$ cat src/rtl/tlbp_pkg.sv
package tlbp_pkg;
  typedef enum logic [1:0] {
    RES_MATCH   = 2'b00,
    RES_INVALID = 2'b01,
    RES_DIRTY   = 2'b10,
    RES_NOMATCH = 2'b11
  } tlb_res_e;
endpackage

$ cat src/rtl/tlbp_match_cell.sv
// Compare of one paired-page entry against the lookup address.
module tlbp_match_cell #(
  parameter int VA_W       = 32,
  parameter int MASK_W     = 16,
  parameter int PAGE_SHIFT = 12,
  parameter int ASID_W     = 8
) (
  input  logic [VA_W-1:0]   ent_vpn2,
  input  logic [MASK_W-1:0] ent_mask,
  input  logic [ASID_W-1:0] ent_asid,
  input  logic              ent_global,
  input  logic [VA_W-1:0]   va,
  input  logic [ASID_W-1:0] cur_asid,
  output logic              hit,
  output logic              odd,
  output logic [VA_W-1:0]   half_mask
);
  localparam int LOW_W = PAGE_SHIFT + 1;
  localparam int TOP_W = VA_W - MASK_W - LOW_W;

  logic [VA_W-1:0] pair_mask;
  logic            owner_ok;
  logic            tag_ok;

  always_comb begin
    pair_mask = {{TOP_W{1'b0}}, ent_mask, {LOW_W{1'b1}}};
    half_mask = pair_mask >> 1;
    owner_ok  = ent_global || (ent_asid == cur_asid);
    tag_ok    = ((ent_vpn2 & ~pair_mask) == (va & ~pair_mask));
    hit       = owner_ok && tag_ok;
    odd       = |(va & pair_mask & ~half_mask);
  end
endmodule

$ cat src/rtl/tlbp_first_hit.sv
// Lowest-index-wins priority pick over the hit vector.
module tlbp_first_hit #(
  parameter int N     = 16,
  localparam int IDX_W = (N > 1) ? $clog2(N) : 1
) (
  input  logic [N-1:0]     hits,
  output logic             any,
  output logic [IDX_W-1:0] idx
);
  always_comb begin
    any = |hits;
    idx = '0;
    for (int i = N - 1; i >= 0; i--) begin
      if (hits[i]) idx = IDX_W'(i);
    end
  end
endmodule

$ cat src/rtl/tlb_pair_lookup.sv
module tlb_pair_lookup #(
  parameter int ENTRIES    = 16,
  parameter int VA_W       = 32,
  parameter int PA_W       = 32,
  parameter int MASK_W     = 16,
  parameter int PAGE_SHIFT = 12,
  parameter int ASID_W     = 8,
  localparam int IDX_W     = (ENTRIES > 1) ? $clog2(ENTRIES) : 1
) (
  input  logic              clk,
  input  logic              rst_n,
  input  logic              wr_en,
  input  logic [IDX_W-1:0]  wr_idx,
  input  logic [VA_W-1:0]   wr_vpn2,
  input  logic [MASK_W-1:0] wr_mask,
  input  logic [ASID_W-1:0] wr_asid,
  input  logic              wr_global,
  input  logic [PA_W-1:0]   wr_pfn0,
  input  logic [PA_W-1:0]   wr_pfn1,
  input  logic              wr_v0,
  input  logic              wr_v1,
  input  logic              wr_d0,
  input  logic              wr_d1,
  input  logic              req,
  input  logic [VA_W-1:0]   va,
  input  logic [ASID_W-1:0] cur_asid,
  input  logic              is_store,
  output logic              rsp_valid,
  output logic [1:0]        rsp_code,
  output logic [PA_W-1:0]   rsp_pa,
  output logic              rsp_wr
);
  import tlbp_pkg::*;

  // entry storage
  logic [VA_W-1:0]   e_vpn2 [ENTRIES];
  logic [MASK_W-1:0] e_mask [ENTRIES];
  logic [ASID_W-1:0] e_asid [ENTRIES];
  logic              e_glob [ENTRIES];
  logic [PA_W-1:0]   e_pfn0 [ENTRIES];
  logic [PA_W-1:0]   e_pfn1 [ENTRIES];
  logic [1:0]        e_vld  [ENTRIES];
  logic [1:0]        e_dty  [ENTRIES];

  logic [ENTRIES-1:0] hit_vec;
  logic [ENTRIES-1:0] odd_vec;
  logic [VA_W-1:0]    hmask  [ENTRIES];

  genvar g;
  generate
    for (g = 0; g < ENTRIES; g++) begin : gen_ent
      logic ld;
      always_comb ld = wr_en && (wr_idx == IDX_W'(g));

      always_ff @(posedge clk or negedge rst_n) begin
        if (!rst_n) begin
          e_vpn2[g] <= '0;
          e_mask[g] <= '0;
          e_asid[g] <= '0;
          e_glob[g] <= 1'b0;
          e_pfn0[g] <= '0;
          e_pfn1[g] <= '0;
          e_vld[g]  <= '0;
          e_dty[g]  <= '0;
        end else if (ld) begin
          e_vpn2[g] <= wr_vpn2;
          e_mask[g] <= wr_mask;
          e_asid[g] <= wr_asid;
          e_glob[g] <= wr_global;
          e_pfn0[g] <= wr_pfn0;
          e_pfn1[g] <= wr_pfn1;
          e_vld[g]  <= {wr_v1, wr_v0};
          e_dty[g]  <= {wr_d1, wr_d0};
        end
      end

      tlbp_match_cell #(
        .VA_W(VA_W), .MASK_W(MASK_W), .PAGE_SHIFT(PAGE_SHIFT), .ASID_W(ASID_W)
      ) u_cell (
        .ent_vpn2  (e_vpn2[g]),
        .ent_mask  (e_mask[g]),
        .ent_asid  (e_asid[g]),
        .ent_global(e_glob[g]),
        .va        (va),
        .cur_asid  (cur_asid),
        .hit       (hit_vec[g]),
        .odd       (odd_vec[g]),
        .half_mask (hmask[g])
      );
    end
  endgenerate

  logic             any_hit;
  logic [IDX_W-1:0] win;

  tlbp_first_hit #(.N(ENTRIES)) u_pick (
    .hits(hit_vec),
    .any (any_hit),
    .idx (win)
  );

  // classification of the winning entry
  logic            sel_odd;
  logic            sel_v;
  logic            sel_d;
  logic [PA_W-1:0] sel_pfn;
  tlb_res_e        code_nxt;
  logic [PA_W-1:0] pa_nxt;
  logic            wr_nxt;

  always_comb begin
    sel_odd = odd_vec[win];
    sel_v   = e_vld[win][sel_odd];
    sel_d   = e_dty[win][sel_odd];
    sel_pfn = sel_odd ? e_pfn1[win] : e_pfn0[win];
    if (!any_hit)               code_nxt = RES_NOMATCH;
    else if (!sel_v)            code_nxt = RES_INVALID;
    else if (is_store && !sel_d) code_nxt = RES_DIRTY;
    else                        code_nxt = RES_MATCH;
    pa_nxt = '0;
    wr_nxt = 1'b0;
    if (code_nxt == RES_MATCH) begin
      pa_nxt = sel_pfn | PA_W'(va & hmask[win]);
      wr_nxt = sel_d;
    end
  end

  // response registers
  always_ff @(posedge clk or negedge rst_n) begin
    if (!rst_n) begin
      rsp_valid <= 1'b0;
    end else begin
      rsp_valid <= req;
    end
  end

  always_ff @(posedge clk or negedge rst_n) begin
    if (!rst_n) begin
      rsp_code <= RES_NOMATCH;
      rsp_pa   <= '0;
      rsp_wr   <= 1'b0;
    end else if (req) begin
      rsp_code <= code_nxt;
      rsp_pa   <= pa_nxt;
      rsp_wr   <= wr_nxt;
    end
  end
endmodule

$ cat config.mk
export PLATFORM = sky130hd
export DESIGN_NAME = tlb_pair_lookup
export DESIGN_NICKNAME = d
export VERILOG_FILES = /design/src/rtl/tlbp_pkg.sv /design/src/rtl/tlbp_match_cell.sv /design/src/rtl/tlbp_first_hit.sv /design/src/rtl/tlb_pair_lookup.sv
export SDC_FILE = /design/constraint.sdc
export NUM_CORES = 2
export LEC_CHECK = 0
export BUFFER_PORTS_ARGS = -buffer_cell sky130_fd_sc_hd__buf_2
export CAP_MARGIN = 40
export CORE_AREA = 3 3 417 419
export CTS_BUF_LIST = sky130_fd_sc_hd__clkbuf_16
export CTS_CLUSTER_DIAMETER = 50
export DETAILED_ROUTE_END_ITERATION = 10
export DIE_AREA = 0 0 420 422
export MAX_ROUTING_LAYER = met4
export PLACE_DENSITY = 0.73
export SETUP_SLACK_MARGIN = 0.5
export SKIP_CTS_REPAIR_TIMING = 1
export SLEW_MARGIN = 20
export SYNTH_ARGS = -nofsm -noshare
export SYNTH_HDL_FRONTEND = slang
export SYNTH_HIERARCHICAL = 1
export SYNTH_SLANG_ARGS = --single-unit
$ cat constraint.sdc
create_clock -name clk -period 4.6 [get_ports clk]
set_clock_uncertainty 0.15 [all_clocks]
set_input_delay 0.23 -clock clk [delete_from_list [all_inputs] [get_ports clk]]
set_output_delay 0.23 -clock clk [all_outputs]
set_load 0.005 [all_outputs]
### Yosys cells after proc, flatten, opt, wreduce, memory -nomap -nowiden

Cells that the tools add are included.

| cells by class | value |
|---|---|
| equal/unequal tests | 47 |
| reduce and logical (&&, ||, !) cells | 69 |
| order comparisons | 3 |
| bitwise operators | 99 |
| muxes and demuxes | 43 |

Operators with widths:

| kind | number |
|---|---|
| 32-bit AND | 49 |
| 32-bit by 29-bit AND with 32-bit output | 16 |
| 32-bit == test | 16 |
| 28-bit NOT with 32-bit output | 16 |
| 29-bit NOT with 32-bit output | 16 |
| 32-bit OR reduction | 16 |
| 32-bit binary-select mux with 4-bit select | 3 |
| 32-bit two-way mux | 8 |
| 8-bit == test | 16 |
| 4-bit two-way mux | 16 |
| 1-bit logical AND | 33 |
| 4-bit == test, second input constant | 8 |
| 32-bit OR | 1 |
| 2-bit binary-select mux with 4-bit select | 2 |
| 4-bit by 3-bit == test with 1-bit output, second input constant | 4 |
| 1-bit logical OR | 16 |
| 16-bit OR reduction | 1 |
| 2-bit two-way mux | 7 |
| 4-bit by 2-bit == test with 1-bit output, second input constant | 2 |
| 1-bit two-way mux | 6 |
| 5-bit >= comparator, second input constant | 1 |
| 4-bit by 5-bit less-than comparator with 1-bit output, second input constant | 1 |
| 4-bit NOT with 5-bit output | 1 |
| 1-bit binary-select mux with 4-bit select | 1 |
| 5 further kinds | 5 |

| storage, ports and cells | value |
|---|---|
| bits in registers | 2,036 |
| input bits | 174 |
| logic and storage cells | 393 |
| output and inout port bits | 36 |

### Logic depth before layout (Yosys ltp)

| logic depth | value |
|---|---|
| depth after elaboration | 33 |
| mapped depth | 18 |
| gate-level depth less buffers | 14 |

### Cells and area by module

The synthesis kept the hierarchy.

Modules (own cells, without submodules):

| module | seq. area each (um^2) | cells each | area an instance (um^2) | times used |
|---|---|---|---|---|
| tlb_pair_lookup | 50,951.4 | 5,362 | 88,501.1 | 1 |
| tlbp_match_cell | 0.0 | 105 | 728.2 | 16 |
| tlbp_first_hit | 0.0 | 34 | 176.4 | 1 |

### Worst setup path after synthesis

OpenSTA, ideal clock, no wires.

| timing path | value |
|---|---|
| path kind | flip-flop to flip-flop |
| start | register e_asid[6] (netlist bit) |
| end | register rsp_pa[12] |
| library setup time | 0.151 ns |
| slack | 0.519 ns |
| stages on the path, launching flop included | 18 |
| data arrival time | 3.780 ns |
| data required time | 4.299 ns |
| path through | dfrtp_1 xor2_1 nor4_2 a21oi_1 and4b_1 a21oi_1 o311a_1 o22ai_1 buf_6 buf_6 buf_4 buf_2 mux4_2 mux2_2 a221oi_1 o21ai_0 o21ai_0 o32ai_2 |

| between the ends | value |
|---|---|
| longest elaborated chain between the ends | 32 |

Ends and longest elaborated chain:

| item | line | text |
|---|---|---|
| start, declared | tlb_pair_lookup.sv:38 | `logic [ASID_W-1:0] e_asid [ENTRIES];` |
| start signal, assigned by index | tlb_pair_lookup.sv:68 | `e_asid[g] <= wr_asid;` |
| 8-bit == test (*) | tlbp_match_cell.sv:28 | `owner_ok = ent_global \|\| (ent_asid == cur_asid);` |
| 1-bit logical OR (*) | tlbp_match_cell.sv:28 |  |
| 1-bit logical AND (*) | tlbp_match_cell.sv:30 | `hit = owner_ok && tag_ok;` |
| via hit_vec[15] | tlb_pair_lookup.sv:45 | `logic [ENTRIES-1:0] hit_vec;` |
| 4-bit two-way mux (*) (16 in series) | tlbp_first_hit.sv:14 | `if (hits[i]) idx = IDX_W'(i);` |
| via win[0] | tlb_pair_lookup.sv:94 | `logic [IDX_W-1:0] win;` |
| 4-bit NOT with 5-bit output (implied by the code) | -- |  |
| 2-bit binary-select mux with 4-bit select | tlb_pair_lookup.sv:114 | `sel_d = e_dty[win][sel_odd];` |
| 2-bit two-way mux (implied by the code) (2 in series) | tlb_pair_lookup.sv:114 |  |
| 1-bit two-way mux (implied by the code) (2 in series) | tlb_pair_lookup.sv:114 |  |
| 1-bit zero test | tlb_pair_lookup.sv:118 | `else if (is_store && !sel_d) code_nxt = RES_DIRTY;` |
| 1-bit logical AND | tlb_pair_lookup.sv:118 |  |
| 2-bit two-way mux | tlb_pair_lookup.sv:118 |  |
| 2-bit two-way mux | tlb_pair_lookup.sv:117 | `else if (!sel_v) code_nxt = RES_INVALID;` |
| 2-bit two-way mux | tlb_pair_lookup.sv:116 | `if (!any_hit) code_nxt = RES_NOMATCH;` |
| 2-bit zero test | tlb_pair_lookup.sv:122 | `if (code_nxt == RES_MATCH) begin` |
| 32-bit two-way mux (*) | tlb_pair_lookup.sv:122 |  |
| end signal, assigned | tlb_pair_lookup.sv:144 | `rsp_pa <= pa_nxt;` |
| end, declared | tlb_pair_lookup.sv:30 | `output logic [PA_W-1:0] rsp_pa,` |

The timed path passes the listed nets; every way through them passes the cells marked *. The select of a mux whose other input is x is not followed.
A chain may end at the register's enable or synchronous reset.

### Final worst setup path

| timing path | value |
|---|---|
| start | register e_asid[106] (netlist bit) |
| end | register rsp_pa[2] |

| between the ends | value |
|---|---|
| longest elaborated chain between the ends | 19 |

Ends and longest elaborated chain:

| item | line |
|---|---|
| 8-bit == test (*) | tlbp_match_cell.sv:28 |
| 1-bit logical OR (*) | tlbp_match_cell.sv:28 |
| 1-bit logical AND (*) | tlbp_match_cell.sv:30 |
| via hit_vec[2] | tlb_pair_lookup.sv:45 |
| 4-bit two-way mux (*) (3 in series) | tlbp_first_hit.sv:14 |
| via win[1] | tlb_pair_lookup.sv:94 |
| 4-bit NOT with 5-bit output (implied by the code) | -- |
| 2-bit binary-select mux with 4-bit select | tlb_pair_lookup.sv:114 |
| 2-bit two-way mux (implied by the code) (2 in series) | tlb_pair_lookup.sv:114 |
| 1-bit two-way mux (implied by the code) (2 in series) | tlb_pair_lookup.sv:114 |
| 1-bit zero test | tlb_pair_lookup.sv:118 |
| 1-bit logical AND | tlb_pair_lookup.sv:118 |
| 2-bit two-way mux | tlb_pair_lookup.sv:118 |
| 2-bit two-way mux | tlb_pair_lookup.sv:117 |
| 2-bit two-way mux | tlb_pair_lookup.sv:116 |
| 2-bit zero test | tlb_pair_lookup.sv:122 |
| 32-bit two-way mux (*) | tlb_pair_lookup.sv:122 |

Marked as above.

==> summary.txt <==
GRT
  – First-pass GRT wire length: 424 mm
  – GR Overflow Total: 0
  – Initial antenna violation count: 44
  – Vias in the first global route: 60400
  – Total Routing Usage GR: 0.338
  – Largest net degree at the start of global routing: 123

Layout
  – Final instance area: 0.108 mm2
  – Sequential cell area: 0.0457 mm2
  – Fillers: 12500
  – Area growth syn-to-layout: 16.4%
  – Multi-input gate area in the final layout: 0.0425 mm2
  – Share of layout cells above drive strength 1: 0.505
  – Net count reported at finish: 7379

Clock network
  – Max clock buf depth: 3
  – Clk slew on worst S/H paths: 0.07 ns
  – Root Driver: clkbuf_16
  – H-Tree Level Count: 4
  – Worst skew pair latency: 0.85 ns
  – TritonCTS Buffers: 202
  – CTS tree: done
  – Clock sinks: 1828

Placement
  – Post-DP HPWL: 201 mm
  – Setup WS pre-CTS: -1.19 ns
  – # port buffers: 196
  – Area post-placement: 0.0985 mm2
  – Placer Congestion: 1.03

Logic synthesis
  – Synth warn: 6
  – Synthesized area per cell: 14.0 um2
  – Synthesized cell area: 0.0927 mm2
  – Post-Syn Instances: 6632

Die
  – I/O pin cnt: 210
  – Initial Util: 0.542
  – Die Area: 0.177 mm2
  – Die height: 422 um
  – Std-Cell Rows: 152
  – Die width: 420 um
  – Core Region: 0.171 mm2

STA
  – Hold Vio Cnt, Final: 0
  – Final worst setup slack: -0.326 ns
  – Final setup fails: 35
  – Worst-Margin Slew: 1.07 ns
  – Period utilization: 1.07
  – Fmax: 203 MHz
  – Worst rel slew slack: 0.283
  – Hold Slack: 0.0411 ns
  – Slew Limit Fails: 0
  – Fin crit period: 4.93 ns
  – Unrepaired setup endpoints after global routing: true

Pwr
  – Leakage power: 0.0464 uW
  – PwrDens: 464 mW/mm2
  – Peak VDD IR: 0.370 mV
  – Total chip power: 50000 uW

Setup path
  – Number of buffers and inverters on the critical path: 6
  – Max stage delay cell, worst path: mux4_2
  – Required @ worst endpoint: 5.19 ns
  – Critical Path Max Stage Delay: 0.60 ns
  – CP dominant cell by count: buf_12
  – Crit path max-delay family: compound AO/OA/AOI/OAI gates
  – Critical path class: flip-flop to flip-flop
  – Startpoint Class: flip-flop
  – CP arrival: 5.52 ns
  – Setup crit end kind: flip-flop
  – Crit-path max FO: 7
  – Critical path, cell by cell: xor2_2, nor4_4, a21oi_2, buf_6, and4b_4, nor2_4, o21ai_1, nand2_1, a31oi_4, buf_12, mux4_2, a22oi_4, o21a_4, buf_12, mux2i_4, buf_6, o22ai_4, buf_12, clkbuf_16, o32ai_4

Routing
  – Number of nets with antenna violations after routing: 0
  – TritonRoute pass-1 iters: 5
  – Final wirelength: 293 mm
  – Average detailed-routed wire length per instance: 30.4 um
  – Post-DR vias/cell: 6.14
  – Via count: 59200
  – Drc violations: 0
  – DRT iter0 DRCs: 5295

Min path
  – Hold WC Path Type: input pin to flip-flop

Outcome
  – Status: finished with violations
  – Failing checks: negative setup slack

Flow run
  – MaxCap Viol Count: 0
## through the flow
step | setup TNS, ns | util | instances
6_report | -9.19 | 0.631 | 9643
5_1_grt | -9.77 | 0.631 | 9631
4_1_cts | -24.32 | 0.615 | 9424
3_5_place_dp | -35.27 | 0.576 | 9048
3_3_place_gp | -35.62 | 0.576 | 9044
2_1_floorplan | 0 | - | 6856
## where the power goes
| part | internal [uW] | switching (uW) | total [uW] |
|---|---|---|---|
| logic | 6400 | 5440 | 11800 |
| registers | 19800 | 2160 | 21900 |
| clock network | 9310 | 6940 | 16300 |
| total | 35500 | 14500 | 50000 |
## layer usage
layer  part of all wire  GRT usage
met1               0.41      0.448
met2               0.49      0.523
met3              0.060     0.0498
met4              0.043      0.147
met5                  0          -
## cell usage in the layout, fill, tap and decap left out, types with 21 or more instances in the layout
| master | count |
|---|---|
| mux4_2 | 436 |
| clkinv_2 | 37 |
| nand2_1 | 237 |
| clkinv_1 | 37 |
| buf_2 | 195 |
| nor4_1 | 30 |
| o32ai_2 | 22 |
| dfrtp_1 | 1826 |
| mux2i_1 | 64 |
| a21oi_1 | 31 |
| dlygate4sd3_1 | 129 |
| buf_4 | 651 |
| buf_12 | 108 |
| nor2_1 | 57 |
| diode_2 | 33 |
| mux2_2 | 1856 |
| xor2_1 | 121 |
| conb_1 | 256 |
| inv_1 | 104 |
| o21ai_0 | 82 |
| o22ai_1 | 236 |
| clkbuf_16 | 211 |
| bufinv_16 | 21 |
| xnor2_1 | 298 |
| nor4_2 | 34 |
| a221oi_1 | 26 |
| nand3_1 | 32 |
## sequential cells by signal (all words and copies together) (netlist names)
register,cells
e_pfn1,512
e_mask,256
rsp_valid,1
e_pfn0,512
e_dty,32
e_vld,32
rsp_code,2
e_glob,16
rsp_wr,1
e_vpn2,304
rsp_pa,32
e_asid,128
## final timing paths
path,startpoint,endpoint,slack [ns],cells after the start
hold reg to reg,e_pfn0[408],e_pfn0[408],0.35,1
setup / recovery,e_asid[106],rsp_pa[2],-0.33,20
hold / removal,wr_idx[3],e_pfn1[170],0.04,4
max in group asynchronous,rst_n,e_pfn1[470],2.49,4
setup reg to reg,e_asid[106],rsp_pa[2],-0.33,20
min in group asynchronous,rst_n,e_mask[174],0.47,3
## worst min-delay path, cell delays in order
cell,delay (ns)
buf_2,0.12
nand3b_1,0.31
nor2_4,0.11
mux2_2,0.23
## area by class of cell
| type | count | share of cell area |
|---|---|---|
| antenna | 33 | 0.000765 |
| clock buffer | 204 | 0.0473 |
| clock inverter | 172 | 0.0148 |
| inverter | 71 | 0.00259 |
| multi-input combinational | 3996 | 0.394 |
| sequential | 1828 | 0.424 |
| tap | 2233 | 0.0259 |
| timing repair buffer | 1106 | 0.0904 |
Note: power is estimated with default switching activity, not from simulation.
